`config.mk`:
```
export PLATFORM = sky130hd
export DESIGN_NAME = tsum_block_adder
export DESIGN_NICKNAME = d
export VERILOG_FILES = /design/src/rtl/tsum_block_adder.sv
export SDC_FILE = /design/constraint.sdc
export NUM_CORES = 1
export LEC_CHECK = 0
export ABC_AREA = 0
export CAP_MARGIN = 0
export CORE_MARGIN = 3
export CORE_UTILIZATION = 50
export DETAILED_ROUTE_END_ITERATION = 8
export DONT_BUFFER_PORTS = 1
export PLACE_DENSITY = 0.75
export SKIP_LAST_GASP = 1
export SLEW_MARGIN = 0
export SYNTH_ARGS = -nofsm -noshare
export SYNTH_HDL_FRONTEND = slang
export SYNTH_SLANG_ARGS = --single-unit
```
`constraint.sdc`:
```
create_clock -name clk -period 35.1 [get_ports clk]
set_input_delay 3.51 -clock clk [delete_from_list [all_inputs] [get_ports clk]]
set_output_delay 3.51 -clock clk [all_outputs]
set_load 0.005 [all_outputs]
```
`src/rtl/tsum_block_adder.sv`:
```
module tsum_block_adder #(
  parameter int NW      = 8,
  parameter bit REG_OUT = 1
) (
  input  logic                        clk,
  input  logic                        rst_n,
  input  logic [NW*$clog2(NW)-1:0]    din,
  output logic [2*$clog2(NW)-1:0]     sum
);
  localparam int LW = $clog2(NW);
  localparam int OW = 2 * LW;
  localparam int AW = OW + 2;
  localparam int KT = (NW * ((1 << LW) - 1)) >> LW;

  logic signed [AW-1:0] part [LW];
  logic [KT-1:0]        shg;
  logic [OW-1:0]        s_c;

  always_comb begin
    for (int i = 0; i < LW; i++) begin
      part[i] = '0;
      for (int w = 0; w < NW; w++)
        for (int j = 0; j <= i; j++)
          if (din[w*LW+j]) part[i] = part[i] + AW'(1 << j);
    end
  end

  generate
    for (genvar k = 0; k < KT; k++) begin : g_shared
      assign shg[k] = (part[LW-1] - AW'((k + 1) << LW)) >= 0;
    end

    for (genvar i = 0; i < LW - 1; i++) begin : g_low
      localparam int K = (NW * ((1 << (i + 1)) - 1)) >> (i + 1);
      logic [K-1:0]         g;
      logic signed [AW-1:0] acc;
      for (genvar k = 0; k < K; k++) begin : g_l1
        assign g[k] = (part[i] - AW'((k + 1) << (i + 1))) >= 0;
      end
      always_comb begin
        acc = part[i] - AW'(1 << i);
        for (int k = 0; k < K; k++)
          if (g[k]) acc = acc - AW'(1 << (i + 1));
      end
      assign s_c[i] = acc >= 0;
    end

    for (genvar i = LW - 1; i < OW; i++) begin : g_high
      localparam int STEP = 1 << (i + 1 - LW);
      logic signed [AW-1:0] acc;
      always_comb begin
        acc = part[LW-1] - AW'(1 << i);
        for (int k = 0; k < KT; k++)
          if (((k + 1) % STEP) == 0 && shg[k]) acc = acc - AW'(1 << (i + 1));
      end
      assign s_c[i] = acc >= 0;
    end

    if (REG_OUT) begin : g_reg
      always_ff @(posedge clk)
        if (!rst_n) sum <= '0;
        else        sum <= s_c;
    end else begin : g_comb
      assign sum = s_c;
    end
  endgenerate
endmodule

```
After elaboration in Yosys (flattened, before gate mapping)
Cells that the tools add are included.
{"block": "word_totals", "ff_bits": 6, "output_inout_bits": 6}
{"block": "classes", "n_addsub": 88, "n_lt_le_gt_ge": 23, "mux": 66}
{"cell": "two-way mux 8 bit", "count": 65}
{"cell": "adder 8 x 2 -> 8 bit (second input constant)", "count": 21}
{"cell": ">= comparator 9 x 1 -> 1 bit (second input constant)", "count": 17}
{"cell": "adder 8 x 3 -> 8 bit (second input constant)", "count": 15}
{"cell": "adder 8 x 4 -> 8 bit (second input constant)", "count": 8}
{"cell": "subtractor 8 x 5 -> 8 bit (second input constant)", "count": 8}
{"cell": "subtractor 8 x 4 -> 8 bit (second input constant)", "count": 7}
{"cell": ">= comparator 8 x 1 -> 1 bit (second input constant)", "count": 6}
{"cell": "subtractor 8 x 6 -> 9 bit (second input constant)", "count": 5}
{"cell": "subtractor 8 x 3 -> 8 bit (second input constant)", "count": 5}
{"cell": "subtractor 8 x 5 -> 9 bit (second input constant)", "count": 4}
{"cell": "subtractor 8 x 7 -> 9 bit (second input constant)", "count": 4}
{"cell": "subtractor 8 x 6 -> 8 bit (second input constant)", "count": 4}
{"cell": "subtractor 8 x 4 -> 9 bit (second input constant)", "count": 3}
{"cell": "subtractor 8 x 7 -> 8 bit (second input constant)", "count": 2}
{"cell": "subtractor 8 x 3 -> 9 bit (second input constant)", "count": 1}
{"cell": "subtractor 8 x 2 -> 8 bit (second input constant)", "count": 1}
{"cell": "two-way mux 1 bit", "count": 1}

Depth between registers and ports, before layout
Gate-level depths: netlist (run 1).
{"block": "logic_depth", "ltp_word": 63, "ltp_mapped": 64}

Least setup slack after synthesis (run 1)
OpenSTA, ideal clock, no wires.
{"block": "synth_timing", "kind": "input to register", "start": "input din[0]", "end": "register sum[2]", "setup_ns": 0.122, "arrival_ns": 15.684, "required_ns": 34.978, "setup_slack_ns": 19.294, "path_stages": 64, "cell_sequence": "ha_1 -> mux2i_4 -> inv_2 -> xnor2_2 -> inv_1 -> ha_1 -> and3b_1 -> o2111a_1 -> or2_2 -> inv_2 -> ha_1 -> nand2_1 -> xnor3_1 -> a21o_1 -> a21oi_1 -> nor2_2 -> ha_1 -> and2_1 -> [28 not listed] -> xnor2_4 -> inv_1 -> ha_1 -> inv_1 -> or3_1 -> mux2i_2 -> xnor2_1 -> or4_1 -> a31oi_1 -> or2_1 -> buf_4 -> xor2_1 -> ha_1 -> mux2_2 -> ha_1 -> o2111ai_1 -> or3_1 -> mux2i_1"}
{"block": "synth_via", "elab_chain_len": 63, "elab_cells_between_ends": 77}
{"element": "start, declared", "line": "7", "rtl": "input logic [NW*$clog2(NW)-1:0] din,"}
{"element": "two-way mux 1 bit (*)", "line": "24", "rtl": "if (din[w*LW+j]) part[i] = part[i] + AW'(1 << j);"}
{"element": "adder 8 x 3 -> 8 bit", "line": "24"}
{"element": "two-way mux 8 bit (*)", "line": "24"}
{"element": "adder 8 x 4 -> 8 bit", "line": "24"}
{"element": "two-way mux 8 bit (*)", "line": "24"}
{"element": "adder 8 x 2 -> 8 bit", "line": "24"}
{"element": "two-way mux 8 bit (*)", "line": "24"}
{"element": "adder 8 x 3 -> 8 bit", "line": "24"}
{"element": "[47 not listed]"}
{"element": "two-way mux 8 bit", "line": "54", "rtl": "if (((k + 1) % STEP) == 0 && shg[k]) acc = acc - AW'(1 << (i + 1));"}
{"element": "subtractor 8 x 5 -> 8 bit", "line": "54"}
{"element": "two-way mux 8 bit", "line": "54"}
{"element": "subtractor 8 x 5 -> 8 bit", "line": "54"}
{"element": "two-way mux 8 bit", "line": "54"}
{"element": "subtractor 8 x 5 -> 8 bit", "line": "54"}
{"element": "two-way mux 8 bit (*)", "line": "54"}
{"element": ">= comparator 8 x 1 -> 1 bit (*)", "line": "56", "rtl": "assign s_c[i] = acc >= 0;"}
{"element": "end signal, assigned", "line": "61", "rtl": "if (!rst_n) sum <= '0;"}
{"element": "end signal, assigned", "line": "62", "rtl": "else sum <= s_c;"}
{"element": "end, declared", "line": "8", "rtl": "output logic [2*$clog2(NW)-1:0] sum"}
Every way passes the cells marked *; elsewhere a longest branch is shown, timed or not.
A chain may end at the register's enable or synchronous reset.

Worst setup path after layout (run 1)
Same ends and word-level chain as after synthesis.

==> summary.md, run 1 <==
| Metric | Value |
|---|---|
| Status | `completed` |
| Io pins | `32` |
| Tot GR Track Use | `20.66%` |
| Hold crit path type | `input port to flip-flop` |
| Most frequent cells after synthesis | `nand2_1 (133), xnor2_1 (97), nor2_1 (70)` |
| CTS tree | `done` |
| Most used flip-flop cell after synthesis | `dfxtp_1` |
| Core area | `16230 sq um` |
| FF+latch count, synth | `6` |
| Origin of the worst setup path | `din[0]` |
| Number of flip-flops in the largest register | `6` |
| GRT overflow | `0` |
| DIE AREA | `about 19000 sq um` |
| Synthesis Warnings | `0` |
| Mapped Nets | `~1200` |
| Final core occ | `between 50% and 60%` |
| Final wirelength | `about 20 mm` |
| CTS root buf | `clkbuf_16` |
| Die W | `136.0 microns` |
| Placed insts | `about 1300` |
| Setup crit end kind | `flip-flop` |
| GP Congestion | `~0.94` |
| Nets | `1179` |
| First-pass GRT wire length | `roughly 33 mm` |
| EDFF count, synth | `0` |
| TritonCTS buffer count | `3` |
| Fill count | `1585` |
| Layout cell share with drive strength beyond 1 | `10.39%` |
| Required @ worst endpoint | `between 30 and 40 ns` |
| Most used cell, CP | `ha_1` |
| Post-detail-place hpwl | `approximately 16 mm` |
| Starting density of the core | `a little over half` |
| Slew of the pin with the lowest slew margin | `0.7742 ns` |
| Mapped cell area | `about 8500 sq um` |
| Crit path arrival time | `between 15 and 20 ns` |
| Clk sink count | `6` |
| CP Max Fanout | `8` |
| Top cell type's share of synthesized area | `between 10% and 20%` |
| Initial antenna violation count | `0` |
| Tcrit/Tclk final | `47.92%` |
| Drt pass-1 iters | `5` |
| Reg clk slew, reported paths | `approximately 0.040 ns` |
| # setup viols final | `0` |
| Vias post-DR | `7872` |
| Vias per std cell | `about 6.0` |
| Achievable Freq | `around 0.059 GHz` |
| Hold Path Origin | `rst_n` |
| Max clock buf depth | `2` |
| Final count of pins violating max slew | `0` |
| Residual DRC count | `0` |
| Die H | `136.0 microns` |
| Relative slew slack | `between 40% and 50%` |
| Final hold violations | `0` |
| Cts hold-fix bufs | `0` |
| DR WL/cell | `between 10 and 15 microns` |
| Biggest register | `sum` |
| Library cells used by synthesis | `between 100 and 150` |
| Count leader, synth | `nand2_1` |
| Sequential fraction of the synthesis area | `1.421%` |
| Final min period | `roughly 17 ns` |
| H-tree Lvls | `1` |
| RSZ-0062 raised after global routing | `false` |
| Max-Cap Viols | `0` |
| Mapped Avg Cell Area | `~7.5 sq um` |
| Top cells by area, synth | `xnor2_1 (10%), ha_1 (9.3%), nand2_1 (5.9%)` |
| ANT nets after route | `0` |
| Layout area overhead | `1.998%` |
| Post-synthesis cell count | `approximately 1100` |
| Synth area leader | `xnor2_1` |
| Ys async rst share | `0%` |
| CP max-delay cell | `or4_1` |
| Largest net degree at the start of global routing | `23` |
| I/O Buffers | `0` |
| DRT iter0 DRCs | `around 480` |
| Top Registers | `sum: 6 flops` |
| Dpl cell area | `roughly 8500 sq um` |
| Non-Filler Instances | `1304` |
| Crit path kind | `input port to flip-flop` |
| Post-CTS Setup Inserts | `0` |
| Max stage delay on crit path | `0.52 ns` |
| Critical path launch point type | `input port` |
| Fin Setup TNS | `0 ns` |
| Post-cts resize count | `0` |
| Vias in the first global route | `7113` |
| Ant diodes | `0` |
| # rows | `46` |
| Design area | `about 8600 sq um` |
[path summary, 6_finish.rpt]
| check | end | slack (ns) | depth (start not counted) |
|---|---|---|---|
| setup / recovery | sum[2] | 18.28 | 63 |
| hold / removal | sum[1] | 3.42 | 1 |
[metal layers]
metal  share of wire, %  GRT usage, %  up-vias
li1                   -             -     4035
met2                 45         33.76      174
met4               0.63         2.296        0
met1                 50         30.42     3646
met5                  0             0        -
met3                5.3         1.850       17
[per-stage QoR]
stage	setup WS, ns	hold WS [ns]
5_1_grt	17.10	3.421
6_report	18.28	3.423
2_1_floorplan	19.29	3.656
4_1_cts	18.36	3.423
3_5_place_dp	18.18	3.669
3_3_place_gp	18.62	3.663
[logic make-up after synthesis]
| family | share of synthesized area (%) |
|---|---|
| buffers and inverters | 4.484 |
| adder cells (fa/ha/maj) | 9.797 |
| AO/OA/AOI/OAI | 22.14 |
| flip-flops | 1.421 |
| AND/OR/NAND/NOR | 29.01 |
| XOR/XNOR | 26.22 |
| multiplexers | 6.926 |
[cell usage in the layout, fill, tap and decap left out, types with 19 or more instances in the layout]
master,netlist,layout
nand2_1,133,133
xnor2_1,97,97
nor2_1,70,70
ha_1,63,63
xor2_1,57,57
nand3_1,48,48
inv_1,48,48
nor3_1,42,42
a21oi_1,38,38
o21ai_0,37,37
and2_1,26,26
mux2i_1,25,25
mux2_2,20,20
and3_1,19,19
[cell type report]
class | instances | area, sq um | share of cell area (%)
Clock buffer | 3 | 75.07 | 0.8706
Inverter | 52 | 195.2 | 2.263
Multi-Input combinational cell | 1026 | 7955 | 92.25
Sequential cell | 6 | 120.1 | 1.393
Tap cell | 216 | 270.3 | 3.134
Timing Repair Buffer | 1 | 7.507 | 0.08706
[worst max-delay path, delay by kind of cell]
kind	cells	cell delay, ns
AND/OR/NAND/NOR	16	3.39
AO/OA/AOI/OAI	13	2.83
adder cells (fa/ha/maj)	11	2.82
XOR/XNOR	9	2.15
multiplexers	7	1.42
buffers and inverters	7	0.79
Power of run 1 is left out: the tool's default activity adds up to more than one toggle a clock period on the data nets, which glitch-free logic cannot reach.
==> run 2, diff against run 1 <==
==> constraint.sdc (replaced) <==
create_clock -name clk -period 16.9 [get_ports clk]
set_input_delay 1.69 -clock clk [delete_from_list [all_inputs] [get_ports clk]]
set_output_delay 1.69 -clock clk [all_outputs]
set_load 0.005 [all_outputs]
==> summary.md, run 2 (synthesis gave the netlist of run 1 again) <==
| Metric | Value |
|---|---|
| Final count of pins violating max slew | `0 (unchanged)` |
| DR WL met3 | `1.030 mm (-0.39%)` |
| Core area | `16230 sq um (unchanged)` |
| Setup crit end kind | `flip-flop` |
| CP Max Fanout | `8 (unchanged)` |
| WHS Path Cells | `1 (unchanged)` |
| CTS tree | `done` |
| CTS root buf | `clkbuf_16` |
| Max-Cap Viols | `0 (unchanged)` |
| CP max-delay cell | `or4_1` |
| Layout area overhead | `1.998% (unchanged)` |
| Hold EP | `sum[1]` |
| GRT overflow | `0 (unchanged)` |
| Die W | `136.0 microns (unchanged)` |
| Critical path launch point type | `input port` |
| Max clock buf depth | `2 (unchanged)` |
| Commonest non-fill, non-tap cell in the layout | `nand2_1` |
| Relative slew slack | `47.69% (-0.65 points)` |
| Number of flip-flops in the largest register | `6 (unchanged)` |
| Slew of the pin with the lowest slew margin | `0.7840 ns (+0.009746 ns)` |
| DIE AREA | `18510 sq um (unchanged)` |
| Top Registers | `sum: 6 flops` |
| Crit path arrival time | `15.08 ns (-1.86 ns)` |
| First-pass GRT wire length | `32.77 mm (-0.15%)` |
| Vias per std cell | `6.028 (-0.15%)` |
| Layout cell share with drive strength beyond 1 | `10.39% (unchanged)` |
| Vias in the first global route | `6898 (-3.0%)` |
| Crit path kind | `input port to flip-flop` |
| Post-detail-place hpwl | `16.08 mm (about the same)` |
| Biggest register | `sum` |
| Cts hold-fix bufs | `0 (unchanged)` |
| Achievable Freq | `0.06682 GHz` |
| Max stage delay on crit path | `0.52 ns (about the same)` |
| DR WL/cell | `14.88 microns (-0.52%)` |
| Metal2 WL | `8.398 mm (-3.4%)` |
| Status | `completed` |
| Final wirelength | `19.41 mm (-0.52%)` |
| Final min period | `~15 ns` |
| Most used cell, CP | `ha_1` |
| Residual DRC count | `0 (unchanged)` |
| GP Congestion | `0.9354 (-0.17%)` |
| Fin Setup TNS | `0 ns (unchanged)` |
| DRT met1 WL | `9.795 mm (+1.4%)` |
| Reg clk slew, reported paths | `0.04 ns (about the same)` |
| TritonCTS buffer count | `3 (unchanged)` |
| Vias post-DR | `7860 (-0.15%)` |
| # rows | `46 (unchanged)` |
| Ant diodes | `0 (unchanged)` |
| Post-cts resize count | `0 (unchanged)` |
| Tcrit/Tclk final | `between 80% and 90%` |
| Required @ worst endpoint | `17.02 ns (-18.20 ns)` |
| Initial antenna violation count | `0 (unchanged)` |
| Tot GR Track Use | `20.60% (-0.060 points)` |
| Final hold violations | `0 (unchanged)` |
| Drt pass-1 iters | `5 (unchanged)` |
| Io pins | `32 (unchanged)` |
| Hold crit path type | `input port to flip-flop` |
| H-tree Lvls | `1 (unchanged)` |
| Hold Path Origin | `rst_n` |
| # setup viols final | `0 (unchanged)` |
| I/O Buffers | `0 (unchanged)` |
| Post-CTS Setup Inserts | `0 (unchanged)` |
| Top sig layer | `met4` |
| Die H | `136.0 microns (unchanged)` |
| Starting density of the core | `52.09% (unchanged)` |
| Most frequent cells in the layout | `nand2_1 (133), xnor2_1 (97), nor2_1 (70), ha_1 (63), xor2_1 (57)` |
| Nets | `1179 (unchanged)` |
| DRT iter0 DRCs | `620 (+30%)` |
| Clk sink count | `6 (unchanged)` |
| ANT nets after route | `0 (unchanged)` |
| Largest net degree at the start of global routing | `23 (unchanged)` |
| RSZ-0062 raised after global routing | `false` |
## run 2: cell counts in the layout (fill, tap and decap cells not counted)
No cell type changed its count.
## run 2: metal layers
metal / vias to the layer above / GRT usage (%)
met2: 184 / 32.61
met5: - / 0
met3: 18 / 1.962
li1: 4039 / -
met4: 0 / 2.408
met1: 3619 / 31.06
## run 2: layout make-up
cell class,count,area (sq um)
Sequential cell,6,120.1
Inverter,52,195.2
Fill cell,1586,7607
Timing Repair Buffer,1,7.507
Multi-Input combinational cell,1026,7955
Clock buffer,3,75.07
Tap cell,216,270.3
## run 2: worst max-delay path by stage
| stage | slack [ns] | to | from | depth (start not counted) |
|---|---|---|---|---|
| floorplan | 2.91 | sum[2] | din[0] | 64 |
| global placement | 2.24 | sum[2] | din[0] | 63 |
| detailed placement | 1.81 | sum[2] | din[0] | 63 |
| CTS | 2.01 | sum[2] | din[0] | 63 |
| global route | 0.79 | sum[2] | din[0] | 63 |
| finish | 1.93 | sum[2] | din[0] | 63 |
## run 2: critical path: cells and delay by family
| family | cells | cell delay [ns] |
|---|---|---|
| and+or+nand+nor | 16 | 3.34 |
| muxes | 7 | 1.41 |
| buffers and inverters | 7 | 0.81 |
| AOI/OAI and AO/OA | 13 | 2.85 |
| adders and majority gates | 11 | 2.82 |
| xor gates and xnor gates | 9 | 2.17 |
## run 2: stage by stage
stage               utilization, %  worst slack, ns  hold WS [ns]  area (sq um)  cells
floorplan                        -            2.914         1.836          8454   1123
global placement             52.67            2.240         1.844          8548   1301
detailed placement           52.67            1.813         1.850          8548   1301
CTS                          53.13            2.007         1.605          8623   1304
global route                 53.13           0.7903         1.615          8623   1304
finish                       53.13            1.933         1.605          8623   1304
Power of run 2 is left out for the same reason.
